--- src/rtl/dgs_pkg.sv ---
// Shared codes for the dual granularity sparing controller.
// Assumes the fault classifier upstream uses the class encoding below.
package dgs_pkg;

    typedef enum logic [2:0] {
        FC_BIT    = 3'd0,
        FC_WORD   = 3'd1,
        FC_ROW    = 3'd2,
        FC_COLUMN = 3'd3,
        FC_BANK   = 3'd4
    } fault_cls_e;

    typedef enum logic [1:0] {
        TGT_DATA       = 2'd0,
        TGT_SPARE_ROW  = 2'd1,
        TGT_SPARE_BANK = 2'd2
    } tgt_e;

    // True for the classes retired by a single spare row
    function automatic logic cls_is_small(input logic [2:0] cls);
        return (cls == FC_BIT) || (cls == FC_WORD) || (cls == FC_ROW);
    endfunction

    // True for the classes retired by a whole spare bank
    function automatic logic cls_is_large(input logic [2:0] cls);
        return (cls == FC_COLUMN) || (cls == FC_BANK);
    endfunction

endpackage

--- src/rtl/dgs_first_free.sv ---
// Lowest-index finder: reports whether any bit is set and the index of
// the lowest set bit. Used to pick free entries and to encode matches.
// Assumes N >= 1; the index is 0 when no bit is set.
module dgs_first_free #(
    parameter int N = 8,
    localparam int IDX_W = (N > 1) ? $clog2(N) : 1
) (
    input  logic [N-1:0]     vec_i,
    output logic             found_o,
    output logic [IDX_W-1:0] idx_o
);

    // Scan from the top so that the lowest set bit wins
    always_comb begin
        found_o = |vec_i;
        idx_o   = '0;
        for (int i = N - 1; i >= 0; i--) begin
            if (vec_i[i]) idx_o = IDX_W'(i);
        end
    end

endmodule

--- src/rtl/dgs_spare_table.sv ---
// Fully associative remap table of ENTRIES tags. Provides one lookup port
// for requests, one probe port for incoming faults, lowest-free allocation
// and bulk release of all entries whose upper REL_W tag bits match a key.
// Assumes alloc and release are never requested in the same cycle, and
// that alloc is only raised while free_found_o is high.
module dgs_spare_table #(
    parameter int ENTRIES = 8,
    parameter int TAG_W   = 12,
    parameter int REL_W   = 4,
    localparam int IDX_W  = (ENTRIES > 1) ? $clog2(ENTRIES) : 1
) (
    input  logic             clk,
    input  logic             rst_n,
    input  logic             alloc_en_i,
    input  logic [TAG_W-1:0] alloc_tag_i,
    input  logic             rel_en_i,
    input  logic [REL_W-1:0] rel_key_i,
    input  logic [TAG_W-1:0] look_tag_i,
    output logic             look_hit_o,
    output logic [IDX_W-1:0] look_idx_o,
    input  logic [TAG_W-1:0] probe_tag_i,
    output logic             probe_hit_o,
    output logic             free_found_o,
    output logic [IDX_W-1:0] free_idx_o
);

    logic             valid_q [ENTRIES];
    logic [TAG_W-1:0] tag_q   [ENTRIES];
    logic [ENTRIES-1:0] look_vec;
    logic [ENTRIES-1:0] probe_vec;
    logic [ENTRIES-1:0] free_vec;
    logic [ENTRIES-1:0] rel_vec;
    logic [IDX_W-1:0]   probe_idx_unused;

    for (genvar g = 0; g < ENTRIES; g++) begin : g_entry
        // Per-entry match, free and release conditions
        always_comb begin
            look_vec[g]  = valid_q[g] && (tag_q[g] == look_tag_i);
            probe_vec[g] = valid_q[g] && (tag_q[g] == probe_tag_i);
            free_vec[g]  = !valid_q[g];
            rel_vec[g]   = rel_en_i && valid_q[g] &&
                           (tag_q[g][TAG_W-1 -: REL_W] == rel_key_i);
        end

        // Per-entry state: clear on reset or release, fill on allocation
        always_ff @(posedge clk) begin
            if (!rst_n) begin
                valid_q[g] <= 1'b0;
                tag_q[g]   <= '0;
            end else if (rel_vec[g]) begin
                valid_q[g] <= 1'b0;
            end else if (alloc_en_i && (free_idx_o == IDX_W'(g))) begin
                valid_q[g] <= 1'b1;
                tag_q[g]   <= alloc_tag_i;
            end
        end
    end

    dgs_first_free #(.N(ENTRIES)) u_free (
        .vec_i   (free_vec),
        .found_o (free_found_o),
        .idx_o   (free_idx_o)
    );

    dgs_first_free #(.N(ENTRIES)) u_look (
        .vec_i   (look_vec),
        .found_o (look_hit_o),
        .idx_o   (look_idx_o)
    );

    dgs_first_free #(.N(ENTRIES)) u_probe (
        .vec_i   (probe_vec),
        .found_o (probe_hit_o),
        .idx_o   (probe_idx_unused)
    );

endmodule

--- src/rtl/dgs_remap_ctrl.sv ---
// Dual granularity sparing controller. Small-class faults claim a spare
// row, large-class faults claim a spare bank; requests are translated one
// cycle after they are sampled, bank remaps taking priority over row remaps.
// Assumes at most one fault report per cycle, ROW_SPARES fits in ROW_W
// bits and BANK_SPARES fits in BANK_W bits.
module dgs_remap_ctrl
    import dgs_pkg::*;
#(
    parameter int BANK_W      = 4,
    parameter int ROW_W       = 8,
    parameter int COL_W       = 6,
    parameter int ROW_SPARES  = 8,
    parameter int BANK_SPARES = 2
) (
    input  logic              clk,
    input  logic              rst_n,
    input  logic              i_flt_valid,
    input  logic [2:0]        i_flt_class,
    input  logic [BANK_W-1:0] i_flt_bank,
    input  logic [ROW_W-1:0]  i_flt_row,
    input  logic              i_req_valid,
    input  logic [BANK_W-1:0] i_req_bank,
    input  logic [ROW_W-1:0]  i_req_row,
    input  logic [COL_W-1:0]  i_req_col,
    output logic              o_rsp_valid,
    output logic [1:0]        o_rsp_tgt,
    output logic [BANK_W-1:0] o_rsp_bank,
    output logic [ROW_W-1:0]  o_rsp_row,
    output logic [COL_W-1:0]  o_rsp_col,
    output logic              o_row_exhausted,
    output logic              o_bank_exhausted
);

    localparam int RS_IDX_W  = (ROW_SPARES > 1) ? $clog2(ROW_SPARES) : 1;
    localparam int BS_IDX_W  = (BANK_SPARES > 1) ? $clog2(BANK_SPARES) : 1;
    localparam int ROW_TAG_W = BANK_W + ROW_W;

    // Row spare table signals
    logic                row_look_hit;
    logic [RS_IDX_W-1:0] row_look_idx;
    logic                row_probe_hit;
    logic                row_free;
    logic [RS_IDX_W-1:0] row_free_idx;
    // Bank spare table signals
    logic                bank_look_hit;
    logic [BS_IDX_W-1:0] bank_look_idx;
    logic                bank_probe_hit;
    logic                bank_free;
    logic [BS_IDX_W-1:0] bank_free_idx;
    // Fault decisions
    logic flt_small, flt_large;
    logic row_alloc, row_short;
    logic bank_alloc, bank_short;
    // Response next-state
    logic [1:0]        tgt_d;
    logic [BANK_W-1:0] bank_d;
    logic [ROW_W-1:0]  row_d;

    // Classify the incoming fault and decide what it claims
    always_comb begin
        flt_small  = i_flt_valid && cls_is_small(i_flt_class);
        flt_large  = i_flt_valid && cls_is_large(i_flt_class);
        row_alloc  = flt_small && !bank_probe_hit && !row_probe_hit && row_free;
        row_short  = flt_small && !bank_probe_hit && !row_probe_hit && !row_free;
        bank_alloc = flt_large && !bank_probe_hit && bank_free;
        bank_short = flt_large && !bank_probe_hit && !bank_free;
    end

    dgs_spare_table #(
        .ENTRIES (ROW_SPARES),
        .TAG_W   (ROW_TAG_W),
        .REL_W   (BANK_W)
    ) u_row_tbl (
        .clk          (clk),
        .rst_n        (rst_n),
        .alloc_en_i   (row_alloc),
        .alloc_tag_i  ({i_flt_bank, i_flt_row}),
        .rel_en_i     (bank_alloc),
        .rel_key_i    (i_flt_bank),
        .look_tag_i   ({i_req_bank, i_req_row}),
        .look_hit_o   (row_look_hit),
        .look_idx_o   (row_look_idx),
        .probe_tag_i  ({i_flt_bank, i_flt_row}),
        .probe_hit_o  (row_probe_hit),
        .free_found_o (row_free),
        .free_idx_o   (row_free_idx)
    );

    dgs_spare_table #(
        .ENTRIES (BANK_SPARES),
        .TAG_W   (BANK_W),
        .REL_W   (BANK_W)
    ) u_bank_tbl (
        .clk          (clk),
        .rst_n        (rst_n),
        .alloc_en_i   (bank_alloc),
        .alloc_tag_i  (i_flt_bank),
        .rel_en_i     (1'b0),
        .rel_key_i    (i_flt_bank),
        .look_tag_i   (i_req_bank),
        .look_hit_o   (bank_look_hit),
        .look_idx_o   (bank_look_idx),
        .probe_tag_i  (i_flt_bank),
        .probe_hit_o  (bank_probe_hit),
        .free_found_o (bank_free),
        .free_idx_o   (bank_free_idx)
    );

    // Translate the request: bank remap first, then row remap, else pass
    always_comb begin
        tgt_d  = TGT_DATA;
        bank_d = i_req_bank;
        row_d  = i_req_row;
        if (bank_look_hit) begin
            tgt_d  = TGT_SPARE_BANK;
            bank_d = BANK_W'(bank_look_idx);
        end else if (row_look_hit) begin
            tgt_d  = TGT_SPARE_ROW;
            bank_d = '0;
            row_d  = ROW_W'(row_look_idx);
        end
    end

    // Register the translated response
    always_ff @(posedge clk) begin
        if (!rst_n) begin
            o_rsp_valid <= 1'b0;
            o_rsp_tgt   <= TGT_DATA;
            o_rsp_bank  <= '0;
            o_rsp_row   <= '0;
            o_rsp_col   <= '0;
        end else begin
            o_rsp_valid <= i_req_valid;
            if (i_req_valid) begin
                o_rsp_tgt  <= tgt_d;
                o_rsp_bank <= bank_d;
                o_rsp_row  <= row_d;
                o_rsp_col  <= i_req_col;
            end
        end
    end

    // Sticky exhaustion flags, raised when a fault finds no free spare
    always_ff @(posedge clk) begin
        if (!rst_n) begin
            o_row_exhausted  <= 1'b0;
            o_bank_exhausted <= 1'b0;
        end else begin
            if (row_short)  o_row_exhausted  <= 1'b1;
            if (bank_short) o_bank_exhausted <= 1'b1;
        end
    end

    // The free index is consumed inside the tables; kept visible for debug
    logic unused_free_idx;
    assign unused_free_idx = ^{row_free_idx, bank_free_idx};

endmodule

--- config.mk ---
export PLATFORM = sky130hd
export DESIGN_NAME = dgs_remap_ctrl
export DESIGN_NICKNAME = d
export VERILOG_FILES = /design/src/rtl/dgs_pkg.sv /design/src/rtl/dgs_first_free.sv /design/src/rtl/dgs_spare_table.sv /design/src/rtl/dgs_remap_ctrl.sv
export SDC_FILE = /design/constraint.sdc
export NUM_CORES = 1
export LEC_CHECK = 0
export BUFFER_PORTS_ARGS = -buffer_cell sky130_fd_sc_hd__buf_2
export CELL_PAD_IN_SITES_DETAIL_PLACEMENT = 0
export CELL_PAD_IN_SITES_GLOBAL_PLACEMENT = 1
export CORE_MARGIN = 3
export CORE_UTILIZATION = 49
export CTS_BUF_LIST = sky130_fd_sc_hd__clkbuf_16
export CTS_CLUSTER_SIZE = 25
export DETAILED_ROUTE_END_ITERATION = 10
export HOLD_SLACK_MARGIN = 0.06
export PLACE_DENSITY = 0.86
export SYNTH_ARGS = -nofsm -noshare
export SYNTH_HDL_FRONTEND = slang
export SYNTH_SLANG_ARGS = --single-unit
--- constraint.sdc ---
create_clock -name clk -period 5 [get_ports clk]
set_input_delay 1 -clock clk [delete_from_list [all_inputs] [get_ports clk]]
set_output_delay 1 -clock clk [all_outputs]
set_load 0.03 [all_outputs]
==> results.json, run 1 <==
{
  "criticalPathCategory": "in2reg",
  "slew_headroom": 0.233,
  "track_usage": 0.247,
  "p_leak_uw": 0.00301,
  "core_area_um2": 15900,
  "drt-initial-drc-count": 675,
  "final_util": 0.561,
  "holdWs_ns": 0.463,
  "synth_edf_count": 112,
  "power_density_nw_per_um2": 319,
  "min-delay-start": "o_bank_exhausted$_SDFFE_PN0P_",
  "die_h_um": 134,
  "cts_buffers": 17,
  "grt_max_degree": 37,
  "synth.distinct_cells": 51,
  "cts_tree": "yes",
  "ys_seq_elements": 137,
  "route.vias.total": 5873,
  "ant_nets": 0,
  "io_pins": 60,
  "cp_max_fo": 15,
  "syn_inst": 744,
  "multiInputGateArea_um2": 3880,
  "cts_sinks": 137,
  "synth_seq_area_share": 0.481,
  "wirelength_um": 21800,
  "period_minus_slack_ns": 4.12,
  "antenna_cells": 0,
  "fp.dieW_um": 134,
  "required_ns": 5.14,
  "cts_resized": 0,
  "cp.arrival_ns": 4.26,
  "gp_congestion": 0.948,
  "hold_viol": 0,
  "report.power.total_uw": 2850,
  "final_layout_size_suffix_gt1_frac": 0.133,
  "regArea_um2": 3860,
  "reg2reg_from": "u_bank_tbl.tag_q[0][3]$_SDFFCE_PN0P_",
  "avgSynthCellArea_um2": 10.8,
  "r2r_cells": 7,
  "hpwl_um": 14700,
  "antenna_found_initial": 0,
  "clock_latency_ns": 0.43,
  "synth_area_um2": 8040,
  "holdBufCountCts": 0,
  "wl_per_cell_um": 21.7,
  "cts_buffer_depth": 2,
  "viasPerCell": 5.85,
  "outcome": "finished, final reports clean",
  "drcViolationCount": 0,
  "grt_pass1_vias": 5829,
  "htree_levels": 4,
  "whs_endpoint": "o_bank_exhausted$_SDFFE_PN0P_",
  "ir_drop_mv": 0.236,
  "rr_endpoint": "u_row_tbl.valid_q[1][2]$_DFFE_PP_",
  "clk_pin_slew_ns": 0.06,
  "postCtsSetupRepairBufs": 0,
  "drt_pass1_iterations": 5,
  "syn2layout_area_growth_pct": 11.3,
  "reg2reg_slack_ns": 1.63,
  "die_area_um2": 18000,
  "fin_nets": 812,
  "fill_cells": 1353,
  "hold_depth": 2,
  "num_rows": 46,
  "finalMaxSlewViolations": 0,
  "rsz0062_at_grt": "false",
  "ys.flop_type": "edfxtp_1",
  "hold_class": "reg2reg",
  "fmax_ghz": 0.243,
  "grt_pass1_wl_um": 33300,
  "min_period_over_period": 0.823,
  "synth_warnings": 0,
  "setup-tns-final_ns": 0,
  "root_buffer": "clkbuf_16",
  "synth_nets": 781,
  "grt-ovfl-total": 0,
  "tightest_slew_ns": 1.14,
  "fin_skew_ns": 0.00894,
  "maxCapViolations": 0,
  "cp-end-kind": "register",
  "start_util": 0.504,
  "setup_viol": 0,
  "cp-start-kind": "input port",
  "numPortBuffers": 59,
  "async_flop_share": 0
}
## how the worst max path moves through the flow
stage,slack (ns),endpoint,cells past startpoint,startpoint
2_1_floorplan,1.15,u_row_tbl.valid_q[1][1]$_DFFE_PP_,10,i_flt_row[4]
3_3_place_gp,0.67,u_row_tbl.valid_q[1][2]$_DFFE_PP_,8,i_flt_bank[1]
3_5_place_dp,0.45,u_row_tbl.valid_q[1][2]$_DFFE_PP_,8,i_flt_bank[1]
4_1_cts,0.90,u_row_tbl.valid_q[1][2]$_DFFE_PP_,8,i_flt_bank[1]
5_1_grt,0.57,u_row_tbl.valid_q[1][2]$_DFFE_PP_,8,i_flt_bank[1]
6_report,0.88,u_row_tbl.valid_q[1][2]$_DFFE_PP_,8,i_flt_bank[1]
## critical path, stage by stage
cell and delay [ns]:
buf_2 0.32, inv_1 0.29, o2bb2ai_1 0.23, o41ai_2 0.12, nor4b_2 0.57, nand4_2 0.51
o21ai_1 1.05, a21o_1 0.16
## report_power, final
group          leakage, uW  switching [uW]  internal, uW  total, uW
Clock             0.000270             466           704       1170
Sequential         0.00137            43.1          1280       1320
Combinational      0.00138             220           138        358
Total              0.00301             728          2120       2850
## metal layers
layer  share of wire  track usage
met3           0.080       0.0649
met4           0.033        0.106
met5               0            0
met1            0.41        0.315
met2            0.48        0.401
## kinds of logic (layout without fill, tap and decap cells)
logic type | Yosys count | in the layout | share of synthesized area
AO/OA/AOI/OAI | 62 | 62 | 0.0588
buffers and inverters | 63 | 107 | 0.0367
AND/OR/NAND/NOR | 270 | 270 | 0.192
XOR/XNOR | 205 | 205 | 0.223
flip-flops | 137 | 137 | 0.481
multiplexers | 7 | 7 | 0.00872
## synthesized netlist by cell type, drive strengths merged (9+ instances only)
library cell	n	share of area
xnor2	189	0.21
edfxtp	112	0.42
and2	69	0.054
nor4	46	0.037
nor2	41	0.019
buf	36	0.024
nand4	35	0.030
nand2	34	0.016
dfxtp	25	0.062
nand3	19	0.012
clkbuf	17	0.0079
xor2	16	0.017
o21ai	15	0.0093
nor3	14	0.013
a21o	9	0.0084
a21oi	9	0.0056
## sequential cells by signal, indices dropped and copies added, names as in the netlist
signal	cells
o_bank_exhausted	1
o_rsp_row	8
o_rsp_valid	1
o_rsp_tgt	2
u_row_tbl.valid_q	8
o_rsp_bank	4
o_row_exhausted	1
u_row_tbl.tag_q	96
o_rsp_col	6
u_bank_tbl.valid_q	2
u_bank_tbl.tag_q	8
## layout make-up
cell class              count  share of cell area
repair buffers             65              0.0380
flip-flops and latches    137               0.432
clock inverters            12             0.00587
clock buffers              20              0.0560
inverters                  10             0.00420
multi-input cells         544               0.434
well taps                 216              0.0302
## per-stage QoR
step / setup WS, ns / instance area, um2 / instances
floorplan: 1.15 / 8040 / 744
global placement: 0.667 / 8390 / 972
detailed placement: 0.450 / 8390 / 972
CTS: 0.896 / 8940 / 1004
global route: 0.570 / 8940 / 1004
finish: 0.885 / 8940 / 1004
## cell usage in the layout, fill, tap and decap left out, types with 3 or more instances in the layout
cell type	n
a21o_1	9
a21oi_1	9
a22oi_1	4
a2bb2oi_1	5
and2_1	69
buf_2	59
buf_4	6
clkbuf_16	20
clkinv_1	10
dfxtp_1	25
edfxtp_1	112
inv_1	9
mux2i_1	7
nand2_1	34
nand3_1	19
nand4_1	33
nor2_1	41
nor3_1	7
nor3_2	7
nor4_1	45
o21a_1	3
o21ai_0	7
o21ai_1	8
or4_1	4
xnor2_1	189
xor2_1	16
Power figures use the tool's default switching activity.
==> inputs of run 2 (changes only) <==
Clock period 5 ns to 3.87 ns, I/O delays scaled along.
==> results.json, run 2 (same netlist as run 1, synthesis figures left out) <==
{
  "cts_tree": "yes",
  "drt_pass1_iterations": 5,
  "postCtsSetupRepairBufs": 0,
  "gp_congestion": 0.904,
  "period_minus_slack_ns": 3.05,
  "root_buffer": "clkbuf_16",
  "cts_sinks": 137,
  "rsz0062_at_grt": "false",
  "report.power.total_uw": 3750,
  "final_cell_area_um2": 9170,
  "final_cell_mix": "xnor2_1 (189), edfxtp_1 (112), and2_1 (69), buf_2 (59), nor4_1 (45)",
  "p_leak_uw": 0.00318,
  "route.vias.total": 6033,
  "slew_headroom": 0.332,
  "hold_viol": 0,
  "grt-ovfl-total": 0,
  "cp_max_fo": 13,
  "placed_cells": 999,
  "ir_drop_mv": 0.353,
  "fin_skew_ns": 0.0128,
  "p_switching_uw": 950,
  "p_sw_frac": 0.253,
  "clk_pin_slew_ns": 0.06,
  "htree_levels": 4,
  "p_int_uw": 2800,
  "antenna_cells": 0,
  "hpwl_um": 15300,
  "fmax_ghz": 0.328,
  "grt_max_degree": 54,
  "wirelength_um": 22500,
  "power_density_nw_per_um2": 409,
  "pwr-share-clk": 0.414,
  "drcViolationCount": 0,
  "cp-start-kind": "input port",
  "cts_resized": 0,
  "fin_cells": 1031,
  "ant_nets": 0,
  "maxCapViolations": 0,
  "cts_buffer_depth": 2,
  "dpl-instance-area_um2": 8590,
  "viasPerCell": 5.85,
  "cp.arrival_ns": 3.34,
  "cts_buffers": 17,
  "num_rows": 46,
  "syn2layout_area_growth_pct": 14.1,
  "outcome": "finished, final reports clean",
  "regMostFlops": "u_row_tbl.tag_q",
  "hold_class": "reg2reg",
  "setup_viol": 0,
  "power_frac_seq": 0.457,
  "final_layout_size_suffix_gt1_frac": 0.164,
  "core_area_um2": 15900,
  "io_pins": 60,
  "cp-end-kind": "register",
  "criticalPathCategory": "in2reg",
  "comb_power_share": 0.129,
  "fin_nets": 839,
  "numPortBuffers": 59,
  "largest_register_ffs": 96,
  "drt-initial-drc-count": 561,
  "setup-tns-final_ns": 0,
  "die_h_um": 134,
  "track_usage": 0.259,
  "clock_latency_ns": 0.43,
  "final_util": 0.575,
  "antenna_found_initial": 0,
  "fp.dieW_um": 134,
  "mostFrequentLayoutCell": "xnor2_1",
  "required_ns": 4.16,
  "grt_pass1_vias": 6273,
  "finalMaxSlewViolations": 0,
  "tightest_slew_ns": 1.00,
  "die_area_um2": 18000,
  "min_period_over_period": 0.788,
  "wl_per_cell_um": 21.8,
  "start_util": 0.504,
  "grt_pass1_wl_um": 35000,
  "holdBufCountCts": 0
}
[run 2: worst max-delay path, cell delays in order]
cell and delay, ns:
buf_2 0.09, inv_1 0.23, a221o_1 0.44, o41ai_2 0.49
nor3_1 0.19, a21boi_2 0.23, a2111oi_4 0.67, and2_1 0.23
[run 2: layout make-up]
cell class / count / area (um2)
Timing Repair Buffer: 92 / 543
Tap cell: 216 / 270
Clock inverter: 11 / 51.3
Fill cell: 1356 / 6770
Multi-Input combinational cell: 544 / 3880
Sequential cell: 137 / 3860
Inverter: 10 / 37.5
Clock buffer: 21 / 526
[run 2: layer usage]
metal / vias to the layer above / part of all wire / global-route usage / routed length (um)
li1: 2738 / - / - / -
met1: 2936 / 0.39 / 0.327 / 8820
met4: 0 / 0.048 / 0.141 / 1080
met5: - / 0 / 0 / 0
met2: 279 / 0.48 / 0.417 / 10700
met3: 80 / 0.084 / 0.0570 / 1890
[run 2: final timing paths]
kind,to,startpoint,depth (start not counted),slack [ns]
min,o_bank_exhausted$_SDFFE_PN0P_,o_bank_exhausted$_SDFFE_PN0P_,2,0.47
min reg2reg,o_bank_exhausted$_SDFFE_PN0P_,o_bank_exhausted$_SDFFE_PN0P_,2,0.47
max,u_row_tbl.tag_q[0][10]$_SDFFCE_PN0P_,i_flt_bank[0],8,0.82
max reg2reg,u_row_tbl.tag_q[0][10]$_SDFFCE_PN0P_,u_bank_tbl.tag_q[0][0]$_SDFFCE_PN0P_,6,1.14
[run 2: through the flow]
stage | hold slack (ns) | setup WS, ns
finish | 0.473 | 0.821
global route | 0.502 | 0.673
CTS | 0.476 | 0.859
detailed placement | 0.462 | 0.446
global placement | 0.450 | 0.525
floorplan | 0.540 | 0.249
[run 2: power groups by stage]
stage / clock network [uW] / registers (uW) / logic [uW]
floorplan: 0 / 1750 / 322
global placement: 0 / 1740 / 466
detailed placement: 0 / 1740 / 477
CTS: 1560 / 1710 / 481
global route: 1640 / 1720 / 520
finish: 1550 / 1710 / 483
